**src/rtl/sdram_init_pkg.sv**
```systemverilog
`timescale 1ns/1ps
package sdram_init_pkg;

  // Pin code on {cs_n, ras_n, cas_n, we_n}
  typedef enum logic [3:0] {
    CMD_LMR = 4'b0000,
    CMD_REF = 4'b0001,
    CMD_PRE = 4'b0010,
    CMD_NOP = 4'b0111
  } sd_cmd_e;

  typedef enum logic [1:0] {
    PH_STABLE = 2'd0,
    PH_CMD    = 2'd1,
    PH_GAP    = 2'd2,
    PH_DONE   = 2'd3
  } init_phase_e;

  // Round a nanosecond figure up to whole clock cycles, never below one
  function automatic int ns_to_cyc(input longint t_ns, input longint per_ps);
    longint c;
    c = (t_ns * 64'd1000 + per_ps - 64'd1) / per_ps;
    if (c < 64'd1) c = 64'd1;
    return int'(c);
  endfunction

  function automatic int max_of(input int a, input int b);
    return (a > b) ? a : b;
  endfunction

  function automatic int min_of(input int a, input int b);
    return (a < b) ? a : b;
  endfunction

endpackage

```
**src/rtl/sdram_init_steps.sv**
```systemverilog
`timescale 1ns/1ps
module sdram_init_steps
  import sdram_init_pkg::*;
#(
  parameter bit MRS_FIRST = 1'b0,
  parameter int CNT_W     = 8,
  parameter int GAP_RP    = 1,
  parameter int GAP_RFC   = 1,
  parameter int GAP_MRD   = 2
) (
  input  logic [1:0]       step,
  output sd_cmd_e          kind,
  output logic [CNT_W-1:0] gap,
  output logic             is_last
);

  localparam logic [CNT_W-1:0] G_RP  = CNT_W'(GAP_RP);
  localparam logic [CNT_W-1:0] G_RFC = CNT_W'(GAP_RFC);
  localparam logic [CNT_W-1:0] G_MRD = CNT_W'(GAP_MRD);

  // Order table chosen by parameter
  generate
    if (MRS_FIRST) begin : g_mrs_early
      always_comb begin
        case (step)
          2'd0:    kind = CMD_PRE;
          2'd1:    kind = CMD_LMR;
          default: kind = CMD_REF;
        endcase
      end
    end else begin : g_mrs_late
      always_comb begin
        case (step)
          2'd0:    kind = CMD_PRE;
          2'd3:    kind = CMD_LMR;
          default: kind = CMD_REF;
        endcase
      end
    end
  endgenerate

  always_comb begin
    case (kind)
      CMD_PRE: gap = G_RP;
      CMD_REF: gap = G_RFC;
      CMD_LMR: gap = G_MRD;
      default: gap = G_MRD;
    endcase
  end

  assign is_last = (step == 2'd3);

endmodule

```
**src/rtl/sdram_init_fsm.sv**
```systemverilog
`timescale 1ns/1ps
module sdram_init_fsm
  import sdram_init_pkg::*;
#(
  parameter int CNT_W      = 8,
  parameter int STABLE_CYC = 1
) (
  input  logic             clk,
  input  logic             rst_n,
  input  logic [CNT_W-1:0] step_gap,
  input  logic             step_last,
  output logic [1:0]       step,
  output logic             cmd_fire,
  output logic             gap_end,
  output logic             seq_done
);

  localparam logic [CNT_W-1:0] STABLE_LOAD = CNT_W'(STABLE_CYC - 1);

  init_phase_e      phase;
  logic [CNT_W-1:0] cnt;
  logic             short_gap;

  assign short_gap = (step_gap <= CNT_W'(1));
  assign cmd_fire  = (phase == PH_CMD);
  assign seq_done  = (phase == PH_DONE);
  // Cycle in which the wait after a command finishes
  assign gap_end   = (cmd_fire && short_gap) ||
                     (phase == PH_GAP && cnt == '0);

  always_ff @(posedge clk or negedge rst_n) begin
    if (!rst_n) begin
      phase <= PH_STABLE;
      cnt   <= STABLE_LOAD;
      step  <= 2'd0;
    end else begin
      case (phase)
        PH_STABLE: begin
          if (cnt == '0) phase <= PH_CMD;
          else           cnt   <= cnt - 1'b1;
        end
        PH_CMD: begin
          if (short_gap) begin
            if (step_last) phase <= PH_DONE;
            else           step  <= step + 2'd1;
          end else begin
            phase <= PH_GAP;
            cnt   <= step_gap - CNT_W'(2);
          end
        end
        PH_GAP: begin
          if (cnt == '0) begin
            if (step_last) begin
              phase <= PH_DONE;
            end else begin
              step  <= step + 2'd1;
              phase <= PH_CMD;
            end
          end else begin
            cnt <= cnt - 1'b1;
          end
        end
        default: phase <= PH_DONE;
      endcase
    end
  end

endmodule

```
**src/rtl/sdram_cmd_drive.sv**
```systemverilog
`timescale 1ns/1ps
module sdram_cmd_drive
  import sdram_init_pkg::*;
#(
  parameter int ADDR_W  = 12,
  parameter int BA_W    = 2,
  parameter int DQM_W   = 2,
  parameter int A10_BIT = 10
) (
  input  logic              fire,
  input  sd_cmd_e           kind,
  input  logic [ADDR_W-1:0] mode_word,
  output logic              cs_n,
  output logic              ras_n,
  output logic              cas_n,
  output logic              we_n,
  output logic              cke,
  output logic [ADDR_W-1:0] addr,
  output logic [BA_W-1:0]   ba,
  output logic [DQM_W-1:0]  dqm
);

  localparam logic [ADDR_W-1:0] ALL_BANKS = ADDR_W'(1) << A10_BIT;

  sd_cmd_e code;

  always_comb begin
    code = CMD_NOP;
    addr = '0;
    if (fire) begin
      code = kind;
      case (kind)
        CMD_PRE: addr = ALL_BANKS;
        CMD_LMR: addr = mode_word;
        default: addr = '0;
      endcase
    end
  end

  assign {cs_n, ras_n, cas_n, we_n} = code;
  assign ba  = '0;
  assign cke = 1'b1;
  assign dqm = '1;

endmodule

```
**src/rtl/sdram_pwrup_seq.sv**
```systemverilog
`timescale 1ns/1ps
module sdram_pwrup_seq
  import sdram_init_pkg::*;
#(
  parameter int ADDR_W        = 12,
  parameter int BA_W          = 2,
  parameter int DQM_W         = 2,
  parameter int A10_BIT       = 10,
  parameter int CLK_PERIOD_PS = 4000,
  parameter int STABLE_NS     = 100000,
  parameter int TRP_NS        = 20,
  parameter int TRFC_NS       = 66,
  parameter int TMRD_CK       = 2,
  parameter bit MRS_FIRST     = 1'b0
) (
  input  logic              clk,
  input  logic              rst_n,
  input  logic [ADDR_W-1:0] mode_word,
  output logic              sd_cs_n,
  output logic              sd_ras_n,
  output logic              sd_cas_n,
  output logic              sd_we_n,
  output logic              sd_cke,
  output logic [ADDR_W-1:0] sd_addr,
  output logic [BA_W-1:0]   sd_ba,
  output logic [DQM_W-1:0]  sd_dqm,
  output logic              init_done
);

  localparam int STABLE_CYC = ns_to_cyc(STABLE_NS, CLK_PERIOD_PS);
  localparam int GAP_RP     = ns_to_cyc(TRP_NS, CLK_PERIOD_PS);
  localparam int GAP_RFC    = ns_to_cyc(TRFC_NS, CLK_PERIOD_PS);
  localparam int GAP_MRD    = max_of(1, TMRD_CK);
  localparam int MAX_CYC    = max_of(max_of(STABLE_CYC, GAP_RP),
                                     max_of(GAP_RFC, GAP_MRD));
  localparam int CNT_W      = $clog2(MAX_CYC + 1) + 1;
  localparam int GAP_MIN    = min_of(min_of(GAP_RP, GAP_RFC), GAP_MRD);

  logic [1:0]       step;
  sd_cmd_e          kind;
  logic [CNT_W-1:0] step_gap;
  logic             step_last;
  logic             cmd_fire;
  logic             gap_end;
  logic             seq_done;

  sdram_init_steps #(
    .MRS_FIRST (MRS_FIRST),
    .CNT_W     (CNT_W),
    .GAP_RP    (GAP_RP),
    .GAP_RFC   (GAP_RFC),
    .GAP_MRD   (GAP_MRD)
  ) u_steps (
    .step    (step),
    .kind    (kind),
    .gap     (step_gap),
    .is_last (step_last)
  );

  sdram_init_fsm #(
    .CNT_W      (CNT_W),
    .STABLE_CYC (STABLE_CYC)
  ) u_fsm (
    .clk       (clk),
    .rst_n     (rst_n),
    .step_gap  (step_gap),
    .step_last (step_last),
    .step      (step),
    .cmd_fire  (cmd_fire),
    .gap_end   (gap_end),
    .seq_done  (seq_done)
  );

  sdram_cmd_drive #(
    .ADDR_W  (ADDR_W),
    .BA_W    (BA_W),
    .DQM_W   (DQM_W),
    .A10_BIT (A10_BIT)
  ) u_drive (
    .fire      (cmd_fire),
    .kind      (kind),
    .mode_word (mode_word),
    .cs_n      (sd_cs_n),
    .ras_n     (sd_ras_n),
    .cas_n     (sd_cas_n),
    .we_n      (sd_we_n),
    .cke       (sd_cke),
    .addr      (sd_addr),
    .ba        (sd_ba),
    .dqm       (sd_dqm)
  );

  assign init_done = seq_done;

endmodule

```
**config.mk**
```make
export PLATFORM = sky130hd
export DESIGN_NAME = sdram_pwrup_seq
export DESIGN_NICKNAME = d
export VERILOG_FILES = /design/src/rtl/sdram_init_pkg.sv /design/src/rtl/sdram_init_steps.sv /design/src/rtl/sdram_init_fsm.sv /design/src/rtl/sdram_cmd_drive.sv /design/src/rtl/sdram_pwrup_seq.sv
export SDC_FILE = /design/constraint.sdc
export NUM_CORES = 1
export LEC_CHECK = 0
export BUFFER_PORTS_ARGS = -buffer_cell sky130_fd_sc_hd__buf_2
export CAP_MARGIN = 20
export CELL_PAD_IN_SITES_DETAIL_PLACEMENT = 1
export CELL_PAD_IN_SITES_GLOBAL_PLACEMENT = 1
export CORE_MARGIN = 3
export CORE_UTILIZATION = 40
export DETAILED_ROUTE_END_ITERATION = 7
export MAX_ROUTING_LAYER = met4
export PLACE_DENSITY = 0.88
export SYNTH_ARGS = -nofsm -noshare
export SYNTH_HDL_FRONTEND = slang
export SYNTH_HIERARCHICAL = 1
export SYNTH_SLANG_ARGS = --single-unit
```
**constraint.sdc**
```tcl
create_clock -name clk -period 6 [get_ports clk]
set_input_delay 0.3 -clock clk [delete_from_list [all_inputs] [get_ports clk]]
set_output_delay 0.3 -clock clk [all_outputs]
set_load 0.05 [all_outputs]
```
==> flow_metrics.env, run 1 <==
export IMPL_p_sw_share_pct=25.7
export IMPL_dpl_cell_area_um2=2000
export IMPL_cp_data_required_time_ns=6.18
export IMPL_drt_pass1_iter_count=4
export IMPL_clk_insertion_delay_late_ns=0.26
export IMPL_drt_antenna_violating_nets=0
export IMPL_routedLengthMet1_um=2370
export IMPL_clock_tree_from_tritoncts="done"
export IMPL_cellPowerDensity_nw_per_um2=123
export IMPL_antenna_found_initial=0
export IMPL_leakage_uw=0.00101
export IMPL_place_gp_congestion=0.878
export IMPL_grt_setup_unrepaired="false"
export IMPL_worst_margin_slew_ns=0.848
export IMPL_p_sw_uw=64.6
export IMPL_hold_ws_ns=0.487
export IMPL_combPwrFrac_pct=10.4
export IMPL_layout_nets=268
export IMPL_intPower_uw=187
export IMPL_htreeDepth=1
export IMPL_post_route_util_pct=45.5
export IMPL_met2_length_um=2540
export IMPL_flow_area_growth_from_synthesis_pct=5.61
export IMPL_max_freq_mhz=330
export IMPL_clock_tree_buffer_depth=2
export IMPL_final_max_slew_violation_count=0
export IMPL_clock_skew_ns=0.00740
export IMPL_power_sequential_fraction_pct=53.7
export IMPL_timing_setup_tns_ns=0
export IMPL_antenna_cells=0
export IMPL_drt_wl_total_um=5110
export IMPL_post_route_drc_count=0
export IMPL_timing_final_crit_period_ns=3.03
export IMPL_clkSlewWorstSetupHoldPaths_ns=0.07
export IMPL_num_rows=24
export IMPL_grt_first_pass_wirelength_um=8470
export IMPL_top_library_cells_by_usage_in_the_layout_fill_and_taps_aside="29 x sky130_fd_sc_hd__buf_2, 19 x sky130_fd_sc_hd__conb_1, 18 x sky130_fd_sc_hd__inv_1"
export IMPL_cp_max_fo=24
export IMPL_fp_coreArea_um2=4500
export IMPL_global_route_usage_total_pct=19.9
export IMPL_proportion_of_layout_cells_with_a_drive_suffix_above_1_pct=21.5
export IMPL_maxCapViolCount=0
export IMPL_fill_cells=557
export IMPL_remaining_global_route_overflow=0
export IMPL_vdd_ir_drop_worst_uv=71.6
export IMPL_cts_root_buf="sky130_fd_sc_hd__clkbuf_8"
export IMPL_relative_slew_slack_pct=43.4
export IMPL_status="complete, no violations"
export IMPL_start_util_pct=43.1
export IMPL_num_io_pins=36
export IMPL_detailedRoute_firstIterationViolations=206
export IMPL_postCtsResizedCells=0
export IMPL_timing_critical_path_arrival_ns=3.22
export IMPL_design_die_area_um2=5730
export IMPL_worstSetupEndpointType="register"
export IMPL_area_sequential_um2=510
export IMPL_avgViaCountPerCell=5.78
export IMPL_syn_area_per_cell_um2=8.55
export IMPL_port_buffer_count=29
export IMPL_post_dp_hpwl_um=3980
export IMPL_final_setup_viol_count=0
export IMPL_top_signal_layer_used="met4"
export IMPL_worst_setup_path_type="register to register"
export IMPL_dr_wl_met3_um=123
export IMPL_layout_cells_most_common="sky130_fd_sc_hd__buf_2"
export IMPL_hp_class="register to register"
export IMPL_final_design_area_no_fill_um2=2050
export IMPL_fin_crit_sh_pct=50.6
export IMPL_hold_viol=0
export IMPL_floorplan_die_width_um=75.7
export IMPL_grt_max_degree=25
export IMPL_cts_sink_count=20
export IMPL_synth_warnings=6
export IMPL_cts_buffers=3
export IMPL_post_synth_inst_count=227
export IMPL_via_count=1722
export IMPL_drt_wl_cell_um=17.1
export IMPL_setup_worst_path_start_class="register"
export IMPL_clock_power_share_pct=35.9
export IMPL_mappedNetlistArea_um2=1940
export IMPL_multiInputGateArea_um2=1210
export IMPL_chipHeight_um=75.7
export IMPL_number_of_global_route_vias_before_repair=1698
-- final cells by class --
| class | count | share of cell area [%] |
|---|---|---|
| multi-input cells | 175 | 59.1 |
| well taps | 52 | 3.17 |
| repair buffers | 30 | 7.57 |
| inverters | 18 | 3.29 |
| clock buffers | 3 | 2.01 |
| flip-flops and latches | 20 | 24.9 |
-- metal layers --
metal / vias to the layer above / global-route usage (%)
met4: 0 / 7.38
met2: 31 / 31.4
met1: 846 / 26.6
met3: 8 / 1.45
li1: 837 / -
met5: - / -
-- critical path, stage by stage (launching register included) --
cell                      delay (ns)
sky130_fd_sc_hd__dfrtp_1        0.42
sky130_fd_sc_hd__inv_1          0.06
sky130_fd_sc_hd__ha_1           0.40
sky130_fd_sc_hd__nor4_4         0.54
sky130_fd_sc_hd__nand3_1        0.28
sky130_fd_sc_hd__o21a_1         0.54
sky130_fd_sc_hd__mux2_4         0.42
sky130_fd_sc_hd__a221o_1        0.30
-- what timing repair did --
action,4_1_cts,5_1_grt
endpoints found under the hold margin,6,0
hold buffers,1,0
buffers inserted,0,0
-- power by group through the flow --
stage                     clock network [uW]  registers (uW)  logic, uW
after floorplan                            0             137       25.9
after global placement                     0             137       24.0
after detailed placement                   0             137       24.5
after CTS                               93.4             135       25.1
after global routing                    99.6             135       29.0
final                                   90.2             135       26.2
-- sequential cells by signal, indices dropped and copies added, names as in the netlist --
register     flops
u_fsm/phase      2
u_fsm/cnt       16
u_fsm/step       2
-- stage by stage --
step                power, uW  cells  setup slack (ns)
global route              264    298              2.75
detailed placement        162    294              2.98
CTS                       253    298              2.97
global placement          161    294              3.10
finish                    251    298              2.97
floorplan                 163    243              3.04
-- path summary, 6_finish.rpt --
path | from | end | slack [ns] | cells past startpoint
max in group asynchronous | rst_n | u_fsm/cnt[2] | 5.12 | 2
hold / removal | u_fsm/cnt[5] | u_fsm/cnt[5] | 0.49 | 2
setup reg to reg | u_fsm/step[0] | u_fsm/cnt[0] | 2.97 | 7
hold reg to reg | u_fsm/cnt[5] | u_fsm/cnt[5] | 0.49 | 2
min in group asynchronous | rst_n | u_fsm/phase[0] | 0.52 | 2
setup / recovery | u_fsm/step[0] | u_fsm/cnt[0] | 2.97 | 7
Note: power is estimated with default switching activity, not from simulation.
==> run 2, diff against run 1 <==
Clock period 6 ns to 3 ns, I/O delays scaled along.
==> flow_metrics.env, run 2 (synthesis gave the netlist of run 1 again) <==
export IMPL_hp_class="input port to async pin"
export IMPL_p_sw_uw=137
export IMPL_worst_margin_slew_ns=0.560
export IMPL_power_sequential_fraction_pct=52.3
export IMPL_post_dp_hpwl_um=4100
export IMPL_worstPathBufferInverterCount=2
export IMPL_detailedRoute_firstIterationViolations=93
export IMPL_proportion_of_layout_cells_with_a_drive_suffix_above_1_pct=22.7
export IMPL_start_util_pct=43.1
export IMPL_grt_first_pass_wirelength_um=8630
export IMPL_vdd_ir_drop_worst_uv=167
export IMPL_maxCapViolCount=0
export IMPL_timing_final_crit_period_ns=2.58
export IMPL_clkSlewWorstSetupHoldPaths_ns=0.08
export IMPL_chipHeight_um=75.7
export IMPL_status="complete, no violations"
export IMPL_leakage_uw=0.00103
export IMPL_top_regs="u_fsm/cnt x16, u_fsm/phase x2, u_fsm/step x2"
export IMPL_clock_power_share_pct=37.4
export IMPL_fill_cells=563
export IMPL_worstSetupEndpointType="register"
export IMPL_regMostFlops="u_fsm/cnt"
export IMPL_critPathSlowestCell="sky130_fd_sc_hd__dfrtp_1"
export IMPL_reg2reg_slack_ns=0.42
export IMPL_num_io_pins=36
export IMPL_cts_buffers=3
export IMPL_timing_setup_tns_ns=0
export IMPL_reg2reg_to="u_fsm/cnt[0]"
export IMPL_drt_wl_cell_um=17.4
export IMPL_cp_max_fo=12
export IMPL_flow_area_growth_from_synthesis_pct=7.35
export IMPL_relative_slew_slack_pct=62.4
export IMPL_cp_data_required_time_ns=3.19
export IMPL_postCtsResizedCells=0
export IMPL_reg2regPathDepth=8
export IMPL_avgViaCountPerCell=5.87
export IMPL_timing_critical_path_arrival_ns=2.78
export IMPL_fin_crit_sh_pct=86.1
export IMPL_global_route_usage_total_pct=20.5
export IMPL_setup_worst_path_start_class="register"
export IMPL_intPower_uw=379
export IMPL_r2r_start="u_fsm/step[0]"
export IMPL_layout_nets=272
export IMPL_via_count=1778
export IMPL_dpl_cell_area_um2=2030
export IMPL_combPwrFrac_pct=10.3
export IMPL_max_freq_mhz=387
export IMPL_number_of_global_route_vias_before_repair=1734
export IMPL_port_buffer_count=29
export IMPL_clock_tree_from_tritoncts="done"
export IMPL_cts_hold_buf=1
export IMPL_antenna_cells=0
export IMPL_floorplan_die_width_um=75.7
export IMPL_fp_coreArea_um2=4500
export IMPL_cpLargestDelayFamily="compound AO/OA/AOI/OAI gates"
export IMPL_drt_pass1_iter_count=4
export IMPL_design_die_area_um2=5730
export IMPL_hold_ws_ns=0.377
export IMPL_htreeDepth=1
export IMPL_clock_skew_ns=0.00130
export IMPL_top_library_cells_by_usage_in_the_layout_fill_and_taps_aside="29 x sky130_fd_sc_hd__buf_2, 19 x sky130_fd_sc_hd__conb_1, 18 x sky130_fd_sc_hd__inv_1"
export IMPL_grt_max_degree=21
export IMPL_final_setup_viol_count=0
export IMPL_cts_root_buf="sky130_fd_sc_hd__clkbuf_8"
export IMPL_timing_critical_path_slowest_cell_delay_ns=0.43
export IMPL_cellPowerDensity_nw_per_um2=248
export IMPL_drt_antenna_violating_nets=0
export IMPL_hold_viol=0
export IMPL_worst_setup_path_type="register to register"
export IMPL_drt_wl_total_um=5280
export IMPL_grt_setup_unrepaired="false"
export IMPL_antenna_found_initial=0
export IMPL_flip_flop_count_of_the_largest_register_all_copies_and_words_added=16
export IMPL_num_rows=24
export IMPL_final_max_slew_violation_count=0
export IMPL_clk_insertion_delay_late_ns=0.26
export IMPL_layout_cells_most_common="sky130_fd_sc_hd__buf_2"
export IMPL_post_cts_repair_setup_buffers=0
export IMPL_p_sw_share_pct=26.5
export IMPL_clock_tree_buffer_depth=2
export IMPL_cts_sink_count=20
export IMPL_path_cells="inv_1 -> ha_1 -> nor4_4 -> buf_4 -> nand3_1 -> o21a_1 -> mux2_4 -> a221o_1"
export IMPL_post_route_drc_count=0
export IMPL_remaining_global_route_overflow=0
export IMPL_place_gp_congestion=0.851
export IMPL_final_design_area_no_fill_um2=2080
[run 2: final cells by class]
type	instances	area, um2	share of cell area (%)
Tap cell	52	65.1	3.12
Inverter	18	67.6	3.24
Timing Repair Buffer	34	185	8.88
Multi-Input combinational cell	175	1210	58.1
Sequential cell	20	510	24.5
Clock buffer	4	45.0	2.16
[run 2: how the worst max path moves through the flow]
| stage | cells past startpoint | to | start |
|---|---|---|---|
| detailed placement | 8 | u_fsm/cnt[0] | u_fsm/step[0] |
| CTS | 8 | u_fsm/cnt[0] | u_fsm/step[0] |
| global route | 9 | u_fsm/cnt[1] | u_fsm/step[0] |
| floorplan | 5 | sd_addr[11] | u_fsm/phase[1] |
| global placement | 8 | u_fsm/cnt[0] | u_fsm/step[0] |
| finish | 8 | u_fsm/cnt[0] | u_fsm/step[0] |
[run 2: through the flow]
stage / std cells / power, uW / utilization, % / worst slack, ns
after detailed placement: 298 / 325 / 45.1 / 0.421
final: 303 / 516 / 46.3 / 0.416
after global placement: 298 / 324 / 45.1 / 0.520
after global routing: 303 / 540 / 46.3 / 0.256
after floorplan: 243 / 327 / - / 0.187
after CTS: 303 / 517 / 46.3 / 0.404
[run 2: layer usage]
layer	up-vias	global-route usage, %	share of wire, %
met5	-	-	0
met4	0	6.99	1.4
met3	4	1.58	4.0
met2	36	33.0	49
met1	894	27.1	45
li1	844	-	-
[run 2: power groups by stage]
stage	combinational (uW)	sequential, uW	clock, uW
2_1_floorplan	51.9	275	0
3_3_place_gp	49.0	275	0
3_5_place_dp	50.1	275	0
4_1_cts	51.2	270	196
5_1_grt	58.9	270	211
6_report	53.4	270	193
==> run 3, diff against run 2 <==
Settings changed: CORE_UTILIZATION 40 to 42, PLACE_DENSITY 0.88 to 0.92.
==> flow_metrics.env, run 3 (synthesis gave the netlist of run 1 again) <==
export IMPL_placed_cells=298
export IMPL_place_gp_congestion=0.900
export IMPL_layout_nets=272
export IMPL_top_library_cells_by_usage_in_the_layout_fill_and_taps_aside="29 x sky130_fd_sc_hd__buf_2, 19 x sky130_fd_sc_hd__conb_1, 18 x sky130_fd_sc_hd__inv_1"
export IMPL_avgViaCountPerCell=5.82
export IMPL_num_rows=24
export IMPL_fp_coreArea_um2=4410
export IMPL_port_buffer_count=29
export IMPL_detailedRoute_firstIterationViolations=105
export IMPL_reg2reg_slack_ns=0.36
export IMPL_clock_power_share_pct=46.5
export IMPL_worst_margin_slew_ns=0.618
export IMPL_timing_critical_path_arrival_ns=2.84
export IMPL_clock_skew_ns=0.00567
export IMPL_max_freq_mhz=379
export IMPL_leakage_uw=0.00104
export IMPL_flip_flop_count_of_the_largest_register_all_copies_and_words_added=16
export IMPL_vdd_ir_drop_worst_uv=246
export IMPL_grt_first_pass_wirelength_um=8800
export IMPL_via_count=1762
export IMPL_top_regs="u_fsm/cnt x16, u_fsm/phase x2, u_fsm/step x2"
export IMPL_timing_final_crit_period_ns=2.64
export IMPL_clk_insertion_delay_late_ns=0.27
export IMPL_antenna_found_initial=0
export IMPL_regMostFlops="u_fsm/cnt"
export IMPL_cpLargestDelayFamily="compound AO/OA/AOI/OAI gates"
export IMPL_critPathSlowestCell="sky130_fd_sc_hd__o21a_1"
export IMPL_global_route_usage_total_pct=21.3
export IMPL_worstPathBufferInverterCount=1
export IMPL_cellPowerDensity_nw_per_um2=287
export IMPL_cp_max_fo=13
export IMPL_clock_tree_buffer_depth=2
export IMPL_worstSetupEndpointType="register"
export IMPL_instances_no_fill=303
export IMPL_drt_antenna_violating_nets=0
export IMPL_clkSlewWorstSetupHoldPaths_ns=0.09
export IMPL_post_place_ws_ns=0.421
export IMPL_cp_data_required_time_ns=3.20
export IMPL_timing_setup_tns_ns=0
export IMPL_number_of_global_route_vias_before_repair=1746
export IMPL_htreeDepth=1
export IMPL_design_die_area_um2=5480
export IMPL_reg2regPathDepth=7
export IMPL_drt_wl_total_um=5470
export IMPL_cts_sink_count=20
export IMPL_postLayoutSetupSlackWorst_ns=0.363
export IMPL_reg2reg_to="u_fsm/cnt[0]"
export IMPL_start_util_pct=44.0
export IMPL_cts_buffers=3
export IMPL_cts_hold_buf=1
export IMPL_combPwrFrac_pct=8.9
export IMPL_num_io_pins=36
export IMPL_drt_pass1_iter_count=4
export IMPL_postCtsResizedCells=0
export IMPL_floorplan_die_width_um=74.0
export IMPL_timing_critical_path_slowest_cell_delay_ns=0.44
export IMPL_worst_setup_path_type="register to register"
export IMPL_intPower_uw=463
export IMPL_chipHeight_um=74.0
export IMPL_post_route_util_pct=47.8
export IMPL_cts_root_buf="sky130_fd_sc_hd__clkbuf_8"
export IMPL_grt_setup_unrepaired="false"
export IMPL_drt_wl_cell_um=18.0
export IMPL_setup_worst_path_start_class="register"
export IMPL_grt_max_degree=21
export IMPL_final_setup_viol_count=0
export IMPL_clock_tree_from_tritoncts="done"
export IMPL_antenna_cells=0
export IMPL_hold_viol=0
export IMPL_power_sequential_fraction_pct=44.6
export IMPL_remaining_global_route_overflow=0
export IMPL_maxCapViolCount=0
export IMPL_hp_class="input port to async pin"
export IMPL_post_cts_repair_setup_buffers=0
export IMPL_post_dp_hpwl_um=4080
export IMPL_post_route_drc_count=0
export IMPL_fin_crit_sh_pct=87.9
export IMPL_layout_cells_most_common="sky130_fd_sc_hd__buf_2"
export IMPL_proportion_of_layout_cells_with_a_drive_suffix_above_1_pct=23.1
export IMPL_final_max_slew_violation_count=0
export IMPL_relative_slew_slack_pct=58.4
export IMPL_p_sw_uw=142
export IMPL_flow_area_growth_from_synthesis_pct=8.70
export IMPL_path_cells="inv_1 -> ha_1 -> nor4_4 -> nand3_1 -> o21a_1 -> mux2_4 -> a221o_1"
export IMPL_status="complete, no violations"
export IMPL_p_sw_share_pct=23.4
export IMPL_r2r_start="u_fsm/step[0]"
## run 3: changes by cell type in the layout (fill, tap and decap cells not counted), sizes merged
cell,change
bufinv,+1
clkbuf,-1
## run 3: through the flow
stage	power, uW	cell area (um2)	hold WS, ns
CTS	610	2110	0.390
finish	605	2110	0.378
global route	631	2110	0.419
global placement	323	2030	0.140
detailed placement	325	2030	0.148
floorplan	327	2000	-0.146
## run 3: worst max path at each step
stage | start | depth (start not counted) | to | slack [ns]
after CTS | u_fsm/step[0] | 7 | u_fsm/cnt[0] | 0.37
after floorplan | u_fsm/phase[1] | 5 | sd_addr[11] | 0.19
after global placement | u_fsm/step[0] | 7 | u_fsm/cnt[0] | 0.52
after global routing | u_fsm/step[0] | 8 | u_fsm/cnt[7] | 0.20
final | u_fsm/step[0] | 7 | u_fsm/cnt[0] | 0.36
after detailed placement | u_fsm/step[0] | 7 | u_fsm/cnt[0] | 0.42
## run 3: layout make-up
cell class              count  area, um2
fillers                   540       2300
multi-input cells         175       1210
flip-flops and latches     20        510
repair buffers             34        185
inverters                  18       67.6
well taps                  52       65.1
clock buffers               3       41.3
clock inverters             1       30.0
## run 3: power by group through the flow
stage	sequential, uW	combinational [uW]	clock, uW
global route	270	58.9	302
CTS	270	50.8	289
detailed placement	275	49.7	0
global placement	275	48.5	0
finish	270	53.6	281
floorplan	275	51.9	0
## run 3: worst reg2reg max path, cell delays in order (launching register included)
cell and delay (ns):
sky130_fd_sc_hd__dfrtp_1 0.43, sky130_fd_sc_hd__inv_1 0.06, sky130_fd_sc_hd__ha_1 0.41, sky130_fd_sc_hd__nor4_4 0.32
sky130_fd_sc_hd__nand3_1 0.24, sky130_fd_sc_hd__o21a_1 0.44, sky130_fd_sc_hd__mux2_4 0.38, sky130_fd_sc_hd__a221o_1 0.30
## run 3: metal layers
layer / GRT usage (%) / wire [um] / vias to the layer above
met5: - / 0 / -
met4: 5.84 / 63 / 0
met3: 0.811 / 156 / 6
met2: 36.5 / 2760 / 45
met1: 27.6 / 2490 / 867
li1: - / - / 844
